`config.mk`:
```
export PLATFORM = sky130hd
export DESIGN_NAME = irq_hub
export DESIGN_NICKNAME = d
export VERILOG_FILES = /design/src/rtl/irq_hub_pkg.sv /design/src/rtl/irq_src_bank.sv /design/src/rtl/irq_ipi_bank.sv /design/src/rtl/irq_cpu_port.sv /design/src/rtl/irq_hub.sv
export SDC_FILE = /design/constraint.sdc
export NUM_CORES = 1
export LEC_CHECK = 0
export ABC_AREA = 0
export BUFFER_PORTS_ARGS = -buffer_cell sky130_fd_sc_hd__buf_2
export CORE_AREA = 3 3 218 220
export CTS_CLUSTER_SIZE = 14
export DETAILED_ROUTE_END_ITERATION = 16
export DIE_AREA = 0 0 221 223
export MAX_ROUTING_LAYER = met4
export PLACE_DENSITY = 0.49
export SYNTH_ARGS = -nofsm -noshare
export SYNTH_HDL_FRONTEND = slang
export SYNTH_HIERARCHICAL = 1
export SYNTH_SLANG_ARGS = --single-unit
```
`constraint.sdc`:
```
create_clock -name clk -period 4.3 [get_ports clk]
set_clock_uncertainty 0.05 [all_clocks]
set_input_delay 0.215 -clock clk [delete_from_list [all_inputs] [get_ports clk]]
set_output_delay 0.215 -clock clk [all_outputs]
set_load 0.01 [all_outputs]
```
`src/rtl/irq_hub_pkg.sv`:
```
package irq_hub_pkg;

  typedef enum logic [1:0] {
    EV_NONE = 2'd0,
    EV_HW   = 2'd1,
    EV_IPI  = 2'd2
  } ev_kind_e;

  localparam logic [7:0] OFS_EVENT    = 8'h00;
  localparam logic [7:0] OFS_IPI_SEND = 8'h01;
  localparam logic [7:0] OFS_IPI_PEND = 8'h02;
  localparam logic [7:0] OFS_MASK_SET = 8'h10;
  localparam logic [7:0] OFS_MASK_CLR = 8'h11;
  localparam logic [7:0] OFS_SWT_SET  = 8'h12;
  localparam logic [7:0] OFS_SWT_CLR  = 8'h13;
  localparam logic [7:0] OFS_MASK     = 8'h14;
  localparam logic [7:0] OFS_SWT      = 8'h15;
  localparam logic [7:0] OFS_HWLINE   = 8'h16;
  localparam logic [7:0] OFS_AFF_BASE = 8'h40;

  // index of the lowest set bit; 0 when none is set
  function automatic logic [15:0] lowest_set(input logic [31:0] v);
    logic [15:0] r;
    r = '0;
    for (int i = 31; i >= 0; i--) begin
      if (v[i]) r = 16'(i);
    end
    return r;
  endfunction

  function automatic logic [31:0] pack_event(input ev_kind_e k, input logic [15:0] n);
    return {14'd0, k, n};
  endfunction

endpackage

```
`src/rtl/irq_src_bank.sv`:
```
module irq_src_bank
  import irq_hub_pkg::*;
#(
  parameter int NSRC  = 32,
  parameter int NCPU  = 2,
  parameter int IDX_W = (NSRC > 1) ? $clog2(NSRC) : 1
) (
  input  logic                       clk,
  input  logic                       rst_n,
  input  logic [NSRC-1:0]            hw_line,
  input  logic [NSRC-1:0]            mask_set,
  input  logic [NSRC-1:0]            mask_clr,
  input  logic [NSRC-1:0]            sw_set,
  input  logic [NSRC-1:0]            sw_clr,
  input  logic                       aff_we,
  input  logic [IDX_W-1:0]           aff_idx,
  input  logic [NCPU-1:0]            aff_wdata,
  output logic [NSRC-1:0]            mask_q,
  output logic [NSRC-1:0]            sw_q,
  output logic [NSRC-1:0][NCPU-1:0]  aff_q,
  output logic [NCPU-1:0][NSRC-1:0]  route_pend
);

  logic [NSRC-1:0] eff_req;
  assign eff_req = hw_line | sw_q;

  always_ff @(posedge clk) begin
    if (!rst_n) begin
      mask_q <= '1;
      sw_q   <= '0;
      aff_q  <= '1;
    end else begin
      mask_q <= (mask_q & ~mask_clr) | mask_set;
      sw_q   <= (sw_q & ~sw_clr) | sw_set;
      if (aff_we) aff_q[aff_idx] <= aff_wdata;
    end
  end

  for (genvar c = 0; c < NCPU; c++) begin : g_cpu
    for (genvar i = 0; i < NSRC; i++) begin : g_src
      assign route_pend[c][i] = eff_req[i] & ~mask_q[i] & aff_q[i][c];
    end
  end

  a_r4_mask_clear: assert property (@(posedge clk) disable iff (!rst_n)
    ((mask_clr & ~mask_set) != '0) |=> ((mask_q & $past(mask_clr & ~mask_set)) == '0));
  a_r4_mask_set: assert property (@(posedge clk) disable iff (!rst_n)
    (mask_set != '0) |=> ((mask_q & $past(mask_set)) == $past(mask_set)));
  a_r3_sw_set: assert property (@(posedge clk) disable iff (!rst_n)
    (sw_set != '0) |=> ((sw_q & $past(sw_set)) == $past(sw_set)));

endmodule

```
`src/rtl/irq_ipi_bank.sv`:
```
module irq_ipi_bank #(
  parameter int NCPU = 2
) (
  input  logic                  clk,
  input  logic                  rst_n,
  input  logic [NCPU-1:0][1:0]  ipi_set,
  input  logic [NCPU-1:0][1:0]  ipi_clr,
  output logic [NCPU-1:0][1:0]  ipi_q
);

  for (genvar c = 0; c < NCPU; c++) begin : g_cpu
    always_ff @(posedge clk) begin
      if (!rst_n) ipi_q[c] <= 2'b00;
      else        ipi_q[c] <= (ipi_q[c] & ~ipi_clr[c]) | ipi_set[c];
    end
  end

  a_r8_ipi_raise: assert property (@(posedge clk) disable iff (!rst_n)
    (ipi_set != '0) |=> ((ipi_q & $past(ipi_set)) == $past(ipi_set)));

endmodule

```
`src/rtl/irq_cpu_port.sv`:
```
module irq_cpu_port
  import irq_hub_pkg::*;
#(
  parameter int NSRC = 32
) (
  input  logic            clk,
  input  logic            rst_n,
  input  logic [NSRC-1:0] src_pend,
  input  logic [1:0]      ipi_pend,
  output ev_kind_e        ev_kind,
  output logic [15:0]     ev_num,
  output logic [31:0]     ev_word,
  output logic            irq_o
);

  logic any_pend;
  assign any_pend = (|src_pend) | (|ipi_pend);

  always_comb begin
    ev_kind = EV_NONE;
    ev_num  = '0;
    if (ipi_pend[0]) begin
      ev_kind = EV_IPI;
      ev_num  = 16'd0;
    end else if (ipi_pend[1]) begin
      ev_kind = EV_IPI;
      ev_num  = 16'd1;
    end else if (|src_pend) begin
      ev_kind = EV_HW;
      ev_num  = lowest_set(32'(src_pend));
    end
  end

  assign ev_word = pack_event(ev_kind, ev_num);

  always_ff @(posedge clk) begin
    if (!rst_n) irq_o <= 1'b0;
    else        irq_o <= any_pend;
  end

  a_r9_irq_raise: assert property (@(posedge clk) disable iff (!rst_n)
    any_pend |=> irq_o);
  a_r9_irq_drop: assert property (@(posedge clk) disable iff (!rst_n)
    !any_pend |=> !irq_o);
  a_r8_ipi_outranks_hw: assert property (@(posedge clk) disable iff (!rst_n)
    (ev_kind == EV_HW) |-> (ipi_pend == 2'b00));
  a_r6_lowest_first: assert property (@(posedge clk) disable iff (!rst_n)
    (ev_kind == EV_HW) |-> (src_pend[ev_num] &&
      ((src_pend & ((NSRC'(1) << ev_num) - NSRC'(1))) == '0)));

endmodule

```
`src/rtl/irq_hub.sv`:
```
module irq_hub
  import irq_hub_pkg::*;
#(
  parameter int NCPU  = 2,
  parameter int NSRC  = 32,
  parameter int AW    = 12,
  parameter int CPU_W = (NCPU > 1) ? $clog2(NCPU) : 1
) (
  input  logic              clk,
  input  logic              rst_n,
  input  logic [NSRC-1:0]   hw_irq,
  input  logic              req_valid,
  input  logic              req_write,
  input  logic [AW-1:0]     req_addr,
  input  logic [31:0]       req_wdata,
  input  logic [CPU_W-1:0]  req_cpu,
  output logic              rsp_valid,
  output logic [31:0]       rsp_rdata,
  output logic [NCPU-1:0]   irq_out
);

  localparam int VIEW_W = AW - 8;
  localparam int IDX_W  = (NSRC > 1) ? $clog2(NSRC) : 1;

  // ---------------- decode ----------------
  logic [7:0]        ofs;
  logic [VIEW_W-1:0] view;
  logic [CPU_W-1:0]  tgt;
  logic              view_ok, rd_acc, wr_acc;

  assign ofs  = req_addr[7:0];
  assign view = req_addr[AW-1:8];

  always_comb begin
    if (view == '0) begin
      tgt     = req_cpu;
      view_ok = (int'(req_cpu) < NCPU);
    end else begin
      tgt     = CPU_W'(view - VIEW_W'(1));
      view_ok = (int'(view) <= NCPU);
    end
  end

  assign rd_acc = req_valid & ~req_write & view_ok;
  assign wr_acc = req_valid &  req_write & view_ok;

  logic [7:0] aff_off;
  logic       aff_hit;
  assign aff_off = ofs - OFS_AFF_BASE;
  assign aff_hit = (ofs >= OFS_AFF_BASE) && (int'(aff_off) < NSRC);

  // ---------------- per-CPU event selection ----------------
  logic [NSRC-1:0]            mask_q, sw_q;
  logic [NSRC-1:0][NCPU-1:0]  aff_q;
  logic [NCPU-1:0][NSRC-1:0]  route_pend;
  logic [NCPU-1:0][1:0]       ipi_q;
  ev_kind_e                   ev_kind_a [NCPU];
  logic [15:0]                ev_num_a  [NCPU];
  logic [31:0]                ev_word_a [NCPU];

  ev_kind_e    sel_kind;
  logic [15:0] sel_num;
  logic [31:0] sel_word;
  logic [1:0]  sel_ipi;

  always_comb begin
    sel_kind = EV_NONE;
    sel_num  = '0;
    sel_word = '0;
    sel_ipi  = '0;
    for (int c = 0; c < NCPU; c++) begin
      if (tgt == CPU_W'(c)) begin
        sel_kind = ev_kind_a[c];
        sel_num  = ev_num_a[c];
        sel_word = ev_word_a[c];
        sel_ipi  = ipi_q[c];
      end
    end
  end

  // ---------------- internal events (named for checks) ----------------
  logic                  ack_fire;
  logic [NSRC-1:0]       ack_src_onehot;
  logic [NCPU-1:0][1:0]  ipi_clr_w, ipi_set_w;
  logic [NSRC-1:0]       mask_set_w, mask_clr_w, sw_set_w, sw_clr_w;
  logic                  aff_we;

  assign ack_fire       = rd_acc && (ofs == OFS_EVENT);
  assign ack_src_onehot = (ack_fire && sel_kind == EV_HW) ? (NSRC'(1) << sel_num) : '0;

  always_comb begin
    for (int c = 0; c < NCPU; c++) begin
      for (int k = 0; k < 2; k++) begin
        ipi_clr_w[c][k] = ack_fire && (tgt == CPU_W'(c)) &&
                          (sel_kind == EV_IPI) && (sel_num == 16'(k));
        ipi_set_w[c][k] = wr_acc && (ofs == OFS_IPI_SEND) &&
                          (req_wdata[15:8] == 8'(c)) && req_wdata[k];
      end
    end
  end

  assign mask_set_w = ((wr_acc && ofs == OFS_MASK_SET) ? req_wdata[NSRC-1:0] : '0) | ack_src_onehot;
  assign mask_clr_w =  (wr_acc && ofs == OFS_MASK_CLR) ? req_wdata[NSRC-1:0] : '0;
  assign sw_set_w   =  (wr_acc && ofs == OFS_SWT_SET)  ? req_wdata[NSRC-1:0] : '0;
  assign sw_clr_w   =  (wr_acc && ofs == OFS_SWT_CLR)  ? req_wdata[NSRC-1:0] : '0;
  assign aff_we     = wr_acc && aff_hit;

  // ---------------- sub-blocks ----------------
  irq_src_bank #(.NSRC(NSRC), .NCPU(NCPU), .IDX_W(IDX_W)) u_src (
    .clk        (clk),
    .rst_n      (rst_n),
    .hw_line    (hw_irq),
    .mask_set   (mask_set_w),
    .mask_clr   (mask_clr_w),
    .sw_set     (sw_set_w),
    .sw_clr     (sw_clr_w),
    .aff_we     (aff_we),
    .aff_idx    (aff_off[IDX_W-1:0]),
    .aff_wdata  (req_wdata[NCPU-1:0]),
    .mask_q     (mask_q),
    .sw_q       (sw_q),
    .aff_q      (aff_q),
    .route_pend (route_pend)
  );

  irq_ipi_bank #(.NCPU(NCPU)) u_ipi (
    .clk     (clk),
    .rst_n   (rst_n),
    .ipi_set (ipi_set_w),
    .ipi_clr (ipi_clr_w),
    .ipi_q   (ipi_q)
  );

  for (genvar c = 0; c < NCPU; c++) begin : g_port
    irq_cpu_port #(.NSRC(NSRC)) u_port (
      .clk      (clk),
      .rst_n    (rst_n),
      .src_pend (route_pend[c]),
      .ipi_pend (ipi_q[c]),
      .ev_kind  (ev_kind_a[c]),
      .ev_num   (ev_num_a[c]),
      .ev_word  (ev_word_a[c]),
      .irq_o    (irq_out[c])
    );
  end

  // ---------------- read path ----------------
  logic [31:0] rd_mux;

  always_comb begin
    rd_mux = '0;
    case (ofs)
      OFS_EVENT:    rd_mux = sel_word;
      OFS_IPI_PEND: rd_mux = {30'd0, sel_ipi};
      OFS_MASK:     rd_mux = 32'(mask_q);
      OFS_SWT:      rd_mux = 32'(sw_q);
      OFS_HWLINE:   rd_mux = 32'(hw_irq);
      default: begin
        if (aff_hit) rd_mux = 32'(aff_q[aff_off[IDX_W-1:0]]);
      end
    endcase
  end

  always_ff @(posedge clk) begin
    if (!rst_n) begin
      rsp_valid <= 1'b0;
      rsp_rdata <= '0;
    end else begin
      rsp_valid <= req_valid & ~req_write;
      rsp_rdata <= rd_acc ? rd_mux : '0;
    end
  end

  // ---------------- assertions ----------------
  a_r7_auto_mask: assert property (@(posedge clk) disable iff (!rst_n)
    (ack_src_onehot != '0) |=> ((mask_q & $past(ack_src_onehot)) == $past(ack_src_onehot)));
  a_r8_ipi_ack_clears: assert property (@(posedge clk) disable iff (!rst_n)
    (ipi_clr_w != '0) |=> ((ipi_q & $past(ipi_clr_w)) == '0));
  a_r11_read_response: assert property (@(posedge clk) disable iff (!rst_n)
    (req_valid && !req_write) |=> rsp_valid);
  a_r11_no_write_response: assert property (@(posedge clk) disable iff (!rst_n)
    !(req_valid && !req_write) |=> !rsp_valid);
  a_r10_bad_view_write: assert property (@(posedge clk) disable iff (!rst_n)
    (req_valid && req_write && !view_ok) |=> ($stable(mask_q) && $stable(sw_q) && $stable(ipi_q)));
  a_r10_bad_view_read: assert property (@(posedge clk) disable iff (!rst_n)
    (req_valid && !req_write && !view_ok) |=> (rsp_rdata == '0));

endmodule

```
==> run summary, run 1 <==
The number of hold-slack violations in the final timing report was 0. TritonCTS built the clock tree. Including well taps, the total number of placed cells is 2,077.

Excluding fillers, the count of instances in the completed layout stands at 2,112. For this run, the top clock speed supported by timing is 260 MHz. The total number of yosys warnings was 6.

The cell count after synthesis came out at 1,432. The worst setup path is captured at a flop. The via density per instance is 4.98. The maximum vdd ir drop is 0.236 mV. After clock tree synthesis, the setup repair step added 0 buffers. The count of pins over their slew limit was 0; the post-detailed-route wirelength per cell was 19.9 um. Of all nets on the critical path, the largest fanout is 6.

For the violation count after the first detailed-routing iteration, the log shows 1,073. The critical path is of the flop to flop type. The die covers 49,300 um2. The final-layout setup total negative slack is 0 ps. The run finished with clean final reports. The areal power density over the cells was 267 nW/um2; the register cell area after layout was 3340 um2.

The die width was 221 um; the wire length after detailed routing was 42,000 um. The logs give 0 for the count of antenna-violating nets left after detailed routing and 17.1% for the total routing resource utilization after global routing. Setup repair after global routing left no endpoint under its margin. The transition time at the pin with the least slew margin was 1110 ps; the register-to-register path setup slack was 450 ps.

In this run the number of H-tree levels came out at 4. The first global-routing pass estimated 62,700 um of wire. The maximum number of buffers from clock root to sink came out at 2. In this run, post-CTS repair resized a total of 0 instances. In the final layout, the share of cells above drive strength 1 is 14.8%. For the first-pass iteration count of the detailed router, the log shows 6.

The leading register cell type out of synthesis is sky130_fd_sc_hd__dfxtp_1. Across all layers, the routed design uses 10,500 vias. Input and output buffers added on the ports amount to 115. In this run the core area contains 78 standard-cell rows. The area added between synthesis and finish came out at 12.5%. After synthesis, the mean cell area works out to 7.98 um2.

Setup violations remaining at the end of the flow were counted as 0. Number of fill cells: 4,966. The cell chosen for the clock root was sky130_fd_sc_hd__clkbuf_16.

In the routed design, unresolved DRC markers number 0. After floorplanning, the core was sized to cover 45,500 um2. In this run, synthesis produced a sequential element count of 167. Counting I/O delays and the setup requirement, the final critical path takes 3850 ps. Detailed placement finished with a half-perimeter wire length of 31,500 um. The total placed instance area came out at 12,300 um2. In this run the worst hold path is classified as primary input to flop. Sequential elements use 29.2% of the synthesized area.

Portion of the clock cycle consumed by the worst path in the final layout: 89.5%. Once the floorplan was initialized, standard cells occupied 25.1% of the core. The number of synthesized flops with an enable pin came out at 0. The number of antenna violations at the first check in global routing was 3; the worst relative slew slack was 26.0%.

The run gives 0 as the aggregate global routing overflow. Summing all multi-input logic gate instances after layout gives 7090 um2. The final layout contains 1,577 nets. The logs give 0 for the hold-fix buffer count after cts and 4150 ps for the data arrival time at the worst-slack endpoint. For the worst setup path, the data required time is 4600 ps.

The die extent in y was 223 um; the I/O pin count was 116. The tools report the clock insertion delay at the later pin of the skew report as 460 ps. The tools report the post-route cell area as 12,900 um2.

The congestion estimate from routability-driven global placement came to 1.01. Entering global routing, the biggest net connects 85 pins. Counting the buffers created by CTS gives 17.

The clock transition at the register clock pins on the worst setup and hold paths after CTS was 70 ps. The worst setup path is launched from a flop. The max-capacitance violation count is 0.

The tools report the clock sink total as 167. The synthesized netlist occupies a cell area of 11,400 um2. Summed over all cells, the static leakage comes to 5.84 nW. The run gives 9,863 as the via count of the first global-routing pass. Of all flip-flops after synthesis, the portion carrying an async set or reset was 0%. After synthesis, the netlist uses 71 different library cells.
[flip-flops by register name, summed over array words and instances (netlist names)]
signal	flops
u_src/aff_q	64
rsp_rdata	32
u_src/mask_q	32
u_src/sw_q	32
u_ipi/ipi_q	4
g_port.u_port/irq_o	2
rsp_valid	1
[per-stage QoR]
stage | setup slack [ps] | power (W) | hold slack, ps | utilization, %
2_1_floorplan | 940 | 0.00179 | 282 | -
3_3_place_gp | 509 | 0.00186 | 428 | 26.9
3_5_place_dp | 451 | 0.00187 | 436 | 26.9
4_1_cts | 425 | 0.00347 | 23.2 | 28.3
5_1_grt | 212 | 0.00356 | 45.9 | 28.3
6_report | 450 | 0.00343 | 44.9 | 28.3
[cells by family (layout without fill, tap and decap cells)]
kind of cell | after synthesis | count (layout) | share of synthesized area, %
DFF | 167 | 167 | 29.2
and+or+nand+nor | 586 | 586 | 29.3
buffers and inverters | 244 | 251 | 11.2
other | 2 | 75 | 0.0657
AOI/OAI and AO/OA | 347 | 347 | 20.9
muxes | 86 | 86 | 9.30
[layout make-up]
cell class	instances	share of cell area, %
tap	600	5.84
antenna	3	0.0584
clock inverter	14	1.24
multi-input combinational	1091	55.2
clock buffer	18	3.42
sequential	167	26.0
timing repair buffer	140	5.98
inverter	79	2.31
[per-layer routing]
layer	up-vias	GRT usage (%)	part of all wire, %
met5	-	-	0
met4	0	5.44	2.6
met3	51	3.49	6.8
met2	380	26.0	45
met1	5057	22.8	46
li1	5025	-	-
[worst paths after layout]
check,startpoint,endpoint,cells past startpoint
hold reg to reg,u_src/mask_q[24]$_SDFF_PN1_,u_src/mask_q[24]$_SDFF_PN1_,2
hold / removal,req_wdata[24],u_src/mask_q[24]$_SDFF_PN1_,3
setup reg to reg,u_src/sw_q[23]$_SDFF_PN0_,u_ipi/ipi_q[2]$_SDFF_PN0_,13
setup / recovery,u_src/sw_q[23]$_SDFF_PN0_,u_ipi/ipi_q[2]$_SDFF_PN0_,13
[critical path, stage by stage, from the launching register on]
cell	delay, ps
sky130_fd_sc_hd__dfxtp_1	330
sky130_fd_sc_hd__o21bai_1	290
sky130_fd_sc_hd__nor2_1	140
sky130_fd_sc_hd__or4_4	560
sky130_fd_sc_hd__a31oi_1	210
sky130_fd_sc_hd__o21ai_0	120
sky130_fd_sc_hd__nand2_1	80
sky130_fd_sc_hd__a21oi_1	150
sky130_fd_sc_hd__or4_1	560
sky130_fd_sc_hd__o31ai_2	130
sky130_fd_sc_hd__or3b_4	460
sky130_fd_sc_hd__nor4_1	420
sky130_fd_sc_hd__nor2b_4	60
sky130_fd_sc_hd__o21a_1	180
[cells in the mapped netlist, types with 14 or more instances]
master,instances,share of area [%]
sky130_fd_sc_hd__dfxtp_1,167,29
sky130_fd_sc_hd__nor2_1,129,4.2
sky130_fd_sc_hd__and2_1,107,5.9
sky130_fd_sc_hd__o21ai_0,99,4.3
sky130_fd_sc_hd__buf_4,91,6.0
sky130_fd_sc_hd__nand2_1,86,2.8
sky130_fd_sc_hd__inv_1,79,2.6
sky130_fd_sc_hd__mux2i_1,68,6.0
sky130_fd_sc_hd__clkbuf_1,54,1.8
sky130_fd_sc_hd__nor2b_1,50,2.7
sky130_fd_sc_hd__o211ai_1,42,2.8
sky130_fd_sc_hd__nand2b_1,41,2.2
sky130_fd_sc_hd__o21a_1,38,2.5
sky130_fd_sc_hd__nand3b_1,36,2.4
sky130_fd_sc_hd__o21bai_1,36,2.4
sky130_fd_sc_hd__a2bb2oi_1,30,2.3
sky130_fd_sc_hd__nand3_1,30,1.3
sky130_fd_sc_hd__a21oi_1,24,1.1
sky130_fd_sc_hd__nor4_1,23,1.3
sky130_fd_sc_hd__mux4_2,16,3.2
sky130_fd_sc_hd__o2bb2ai_1,16,1.2
sky130_fd_sc_hd__buf_2,15,0.66
sky130_fd_sc_hd__a22o_1,14,1.1
sky130_fd_sc_hd__nor3_1,14,0.61
[cells in the final DEF, fill, tap and decap left out, types with 24 or more instances in the layout]
cell type	instances
sky130_fd_sc_hd__dfxtp_1	167
sky130_fd_sc_hd__nor2_1	128
sky130_fd_sc_hd__buf_2	113
sky130_fd_sc_hd__and2_1	107
sky130_fd_sc_hd__o21ai_0	98
sky130_fd_sc_hd__nand2_1	86
sky130_fd_sc_hd__inv_1	79
sky130_fd_sc_hd__conb_1	72
sky130_fd_sc_hd__mux2i_1	68
sky130_fd_sc_hd__nor2b_1	48
sky130_fd_sc_hd__o211ai_1	42
sky130_fd_sc_hd__nand2b_1	41
sky130_fd_sc_hd__o21a_1	38
sky130_fd_sc_hd__nand3b_1	36
sky130_fd_sc_hd__o21bai_1	36
sky130_fd_sc_hd__nand3_1	30
sky130_fd_sc_hd__a2bb2oi_1	30
sky130_fd_sc_hd__buf_4	27
sky130_fd_sc_hd__a21oi_1	24
[where the power goes]
group | switching [W] | total [W] | internal, W
Combinational | 0.000191 | 0.000286 | 0.0000947
Sequential | 0.000000324 | 0.00155 | 0.00155
Clock | 0.000760 | 0.00160 | 0.000842
No activity file was read; power rests on OpenSTA's default activity.
==> run 2: changes to the inputs <==
==> constraint.sdc (replaced) <==
create_clock -name clk -period 4.36 [get_ports clk]
set_clock_uncertainty 0.05 [all_clocks]
set_input_delay 0.218 -clock clk [delete_from_list [all_inputs] [get_ports clk]]
set_output_delay 0.218 -clock clk [all_outputs]
set_load 0.01 [all_outputs]
==> run 2 against run 1 <==
- register-to-register slack improved by 150 ps
- sequential cell count unchanged
- die area unchanged
- critical path type unchanged
==> run summary, run 2 (synthesis gave the netlist of run 1 again) <==
The flow ran to the end, and the final reports show no timing, DRC or antenna violations. Top fanout value on the critical path: 6. STA classifies the critical path startpoint as a flop. The logs give 4070 ps for the data arrival time at the worst-slack endpoint and 0.00239 W for the internal power consumption. Dividing total power by cell area gives a power density of 263 nW/um2.

Entering global routing, the biggest net connects 86 pins. Counting every sink on the clock net gives 167. The run gives 12,200 um2 as the total placed instance area. The signal on the critical path passes through o21bai_1 > nor2_1 > or4_4 > a31oi_1 > o21ai_0 > nand2_1 > a21oi_1 > or4_1 > o31ai_2 > or3b_4 > nor4_1 > nor2b_4 > o21a_1.

STA classifies the critical path endpoint as a flop. The die covers 49,300 um2. The worst relative slew slack was 28.2%. Summed over all nets, the switching power comes to 0.000982 W. The I/O pin count came out at 116.

After detailed routing, the average wire length per cell comes to 19.8 um. Once detail routing completed, the nets flagged for antenna violations numbered 0. Buffers placed on the I/O ports in this run total 115. For this block, the routed nets add up to 41,900 um of wire. The run gives 0 as the number of hold-slack violations in the final timing report. In this run the static leakage power is 5.83 nW. For the worst setup path, the data required time is 4670 ps.

The commonest non-fill, non-tap cell in the layout was sky130_fd_sc_hd__dfxtp_1. For this design, the slowest cell found on the critical path is sky130_fd_sc_hd__or4_4. Dividing the detail-routed via count by the number of cells gives 4.90. The maximum vdd ir drop was 0.246 mV; the worst hold margin was 39.5 ps. The placer congestion estimate came out at 0.920.

The post-route cell area is 12,800 um2, and the clock transition at the register clock pins on the worst setup and hold paths after CTS is 80 ps. Based on the critical path, the design can be clocked at up to 266 MHz. Clock tree synthesis inserted a total of 17 buffers.

Across the run, the number of max-cap violations was 0. Global routing finished with a remaining overflow of 0. The tools report the number of levels in the clock H-tree as 4.

TritonCTS built the clock tree. The number of antenna violations at the first check in global routing is 3, and the final-layout setup total negative slack is 0 ps. The register with the most flip-flops in the layout has 64 of them. The logs give 10,100 for the via count of the first global-routing pass and 460 ps for the clock insertion delay at the later pin of the skew report.

Cell chosen for the clock root: sky130_fd_sc_hd__clkbuf_16. For the sequential cell fraction of total power, the log shows 45.1%. The register with the most flip-flops is u_src/aff_q. Hold repair after CTS inserted 0 buffers. The run gives 0 as the count of pins over their slew limit. The switching fraction of total power is 29.1%. The worst setup path is of the flop to flop kind. The min-delay analysis places its worst path in the category primary input to flop. The die extent in y is 223 um, and the post-CTS setup-driven buffer insertion count is 0.

After clock tree synthesis, the repair step resized 0 gates. The run gives 31,100 um as the detailed placement HPWL. In this run the deepest clock path goes through 2 buffers.

The ratio of cells with drive above 1 in the final layout is 14.7%. The number of nets in the final layout was 1,575. The run gives 25.1% as the starting utilization of the core area. Leaving out fill and tap cells, the most frequent cells in the layout are sky130_fd_sc_hd__dfxtp_1 (167), sky130_fd_sc_hd__nor2_1 (128), sky130_fd_sc_hd__buf_2 (113), sky130_fd_sc_hd__and2_1 (107), sky130_fd_sc_hd__o21ai_0 (98).

The logic gate share of total power was 8.3%; the share of power burned in the clock network was 46.6%. The transition time at the pin with the least slew margin is 1070 ps, and the portion of the clock cycle consumed by the worst path in the final layout is 86.3%. The first-pass iteration count of the detailed router is 5. The number of fill cells is 4,994.

The global-route wire length before repair came out at 63,300 um. The delay of the slowest critical-path stage was 560 ps. Total routing resource utilization after global routing: 17.2%. The post-layout minimum cycle time works out to 3760 ps. For this block, the initial DRC count from the detailed router was 873.

Setup repair after global routing left no endpoint under its margin. The core area was 45,500 um2; the number of endpoints failing setup at the final stage was 0. From left edge to right edge, the die measures 221 um. Area added between synthesis and finish: 12.4%. The floorplan has 78 rows. In the routed design, unresolved DRC markers number 0. The routed layout has 10,400 vias.
[run 2: cell types whose count changed in the layout (fill, tap and decap cells not counted), sizes merged]
cell | before | now
clkbuf | 18 | 17
buf | 140 | 138
diode | 3 | 4
inv | 87 | 88
clkinv | 4 | 6
clkinvlp | 1 | 0
bufinv | 1 | 0
[run 2: final timing paths]
check	from	end	slack, ps	cells after the start
setup / recovery	u_src/sw_q[23]$_SDFF_PN0_	u_ipi/ipi_q[2]$_SDFF_PN0_	600	13
hold / removal	req_wdata[24]	u_src/mask_q[24]$_SDFF_PN1_	40	3
setup reg to reg	u_src/sw_q[23]$_SDFF_PN0_	u_ipi/ipi_q[2]$_SDFF_PN0_	600	13
hold reg to reg	u_src/mask_q[3]$_SDFF_PN1_	u_src/mask_q[3]$_SDFF_PN1_	450	2
[run 2: area by class of cell]
class	count	area (um2)	share of cell area, %
Tap cell	600	751	5.84
Multi-Input combinational cell	1091	7090	55.2
Antenna cell	4	10.0	0.0779
Inverter	79	297	2.31
Timing Repair Buffer	138	753	5.86
Clock buffer	17	425	3.31
Sequential cell	167	3340	26.0
Clock inverter	15	174	1.35
[run 2: per-layer routing]
layer / share of wire, % / GRT usage, % / vias to the layer above / wire (um)
met1: 47 / 22.7 / 4988 / 19600
met2: 45 / 26.8 / 310 / 19000
met4: 2.5 / 5.82 / 0 / 1070
met3: 5.1 / 3.01 / 43 / 2150
li1: - / - / 5013 / -
met5: 0 / - / - / 0
[run 2: power groups by stage]
stage / clock network [W] / registers (W) / logic (W)
finish: 0.00157 / 0.00152 / 0.000280
floorplan: 0 / 0.00156 / 0.000203
CTS: 0.00161 / 0.00152 / 0.000278
global route: 0.00167 / 0.00152 / 0.000305
detailed placement: 0 / 0.00156 / 0.000278
global placement: 0 / 0.00156 / 0.000277
[run 2: worst max-delay path, delay by kind of cell, from the launching register on]
family | cells | cell delay, ps
AND/OR/NAND/NOR | 7 | 2300
AO/OA/AOI/OAI | 6 | 990
flip-flops | 1 | 320
[run 2: metrics by stage]
step / total power [W] / worst slack (ps) / util [%] / std cells
global route: 0.00350 / 389 / 28.2 / 2110
global placement: 0.00184 / 605 / 26.9 / 2075
CTS: 0.00342 / 529 / 28.2 / 2107
detailed placement: 0.00184 / 532 / 26.9 / 2075
floorplan: 0.00176 / 1000 / - / 1502
finish: 0.00338 / 599 / 28.2 / 2111
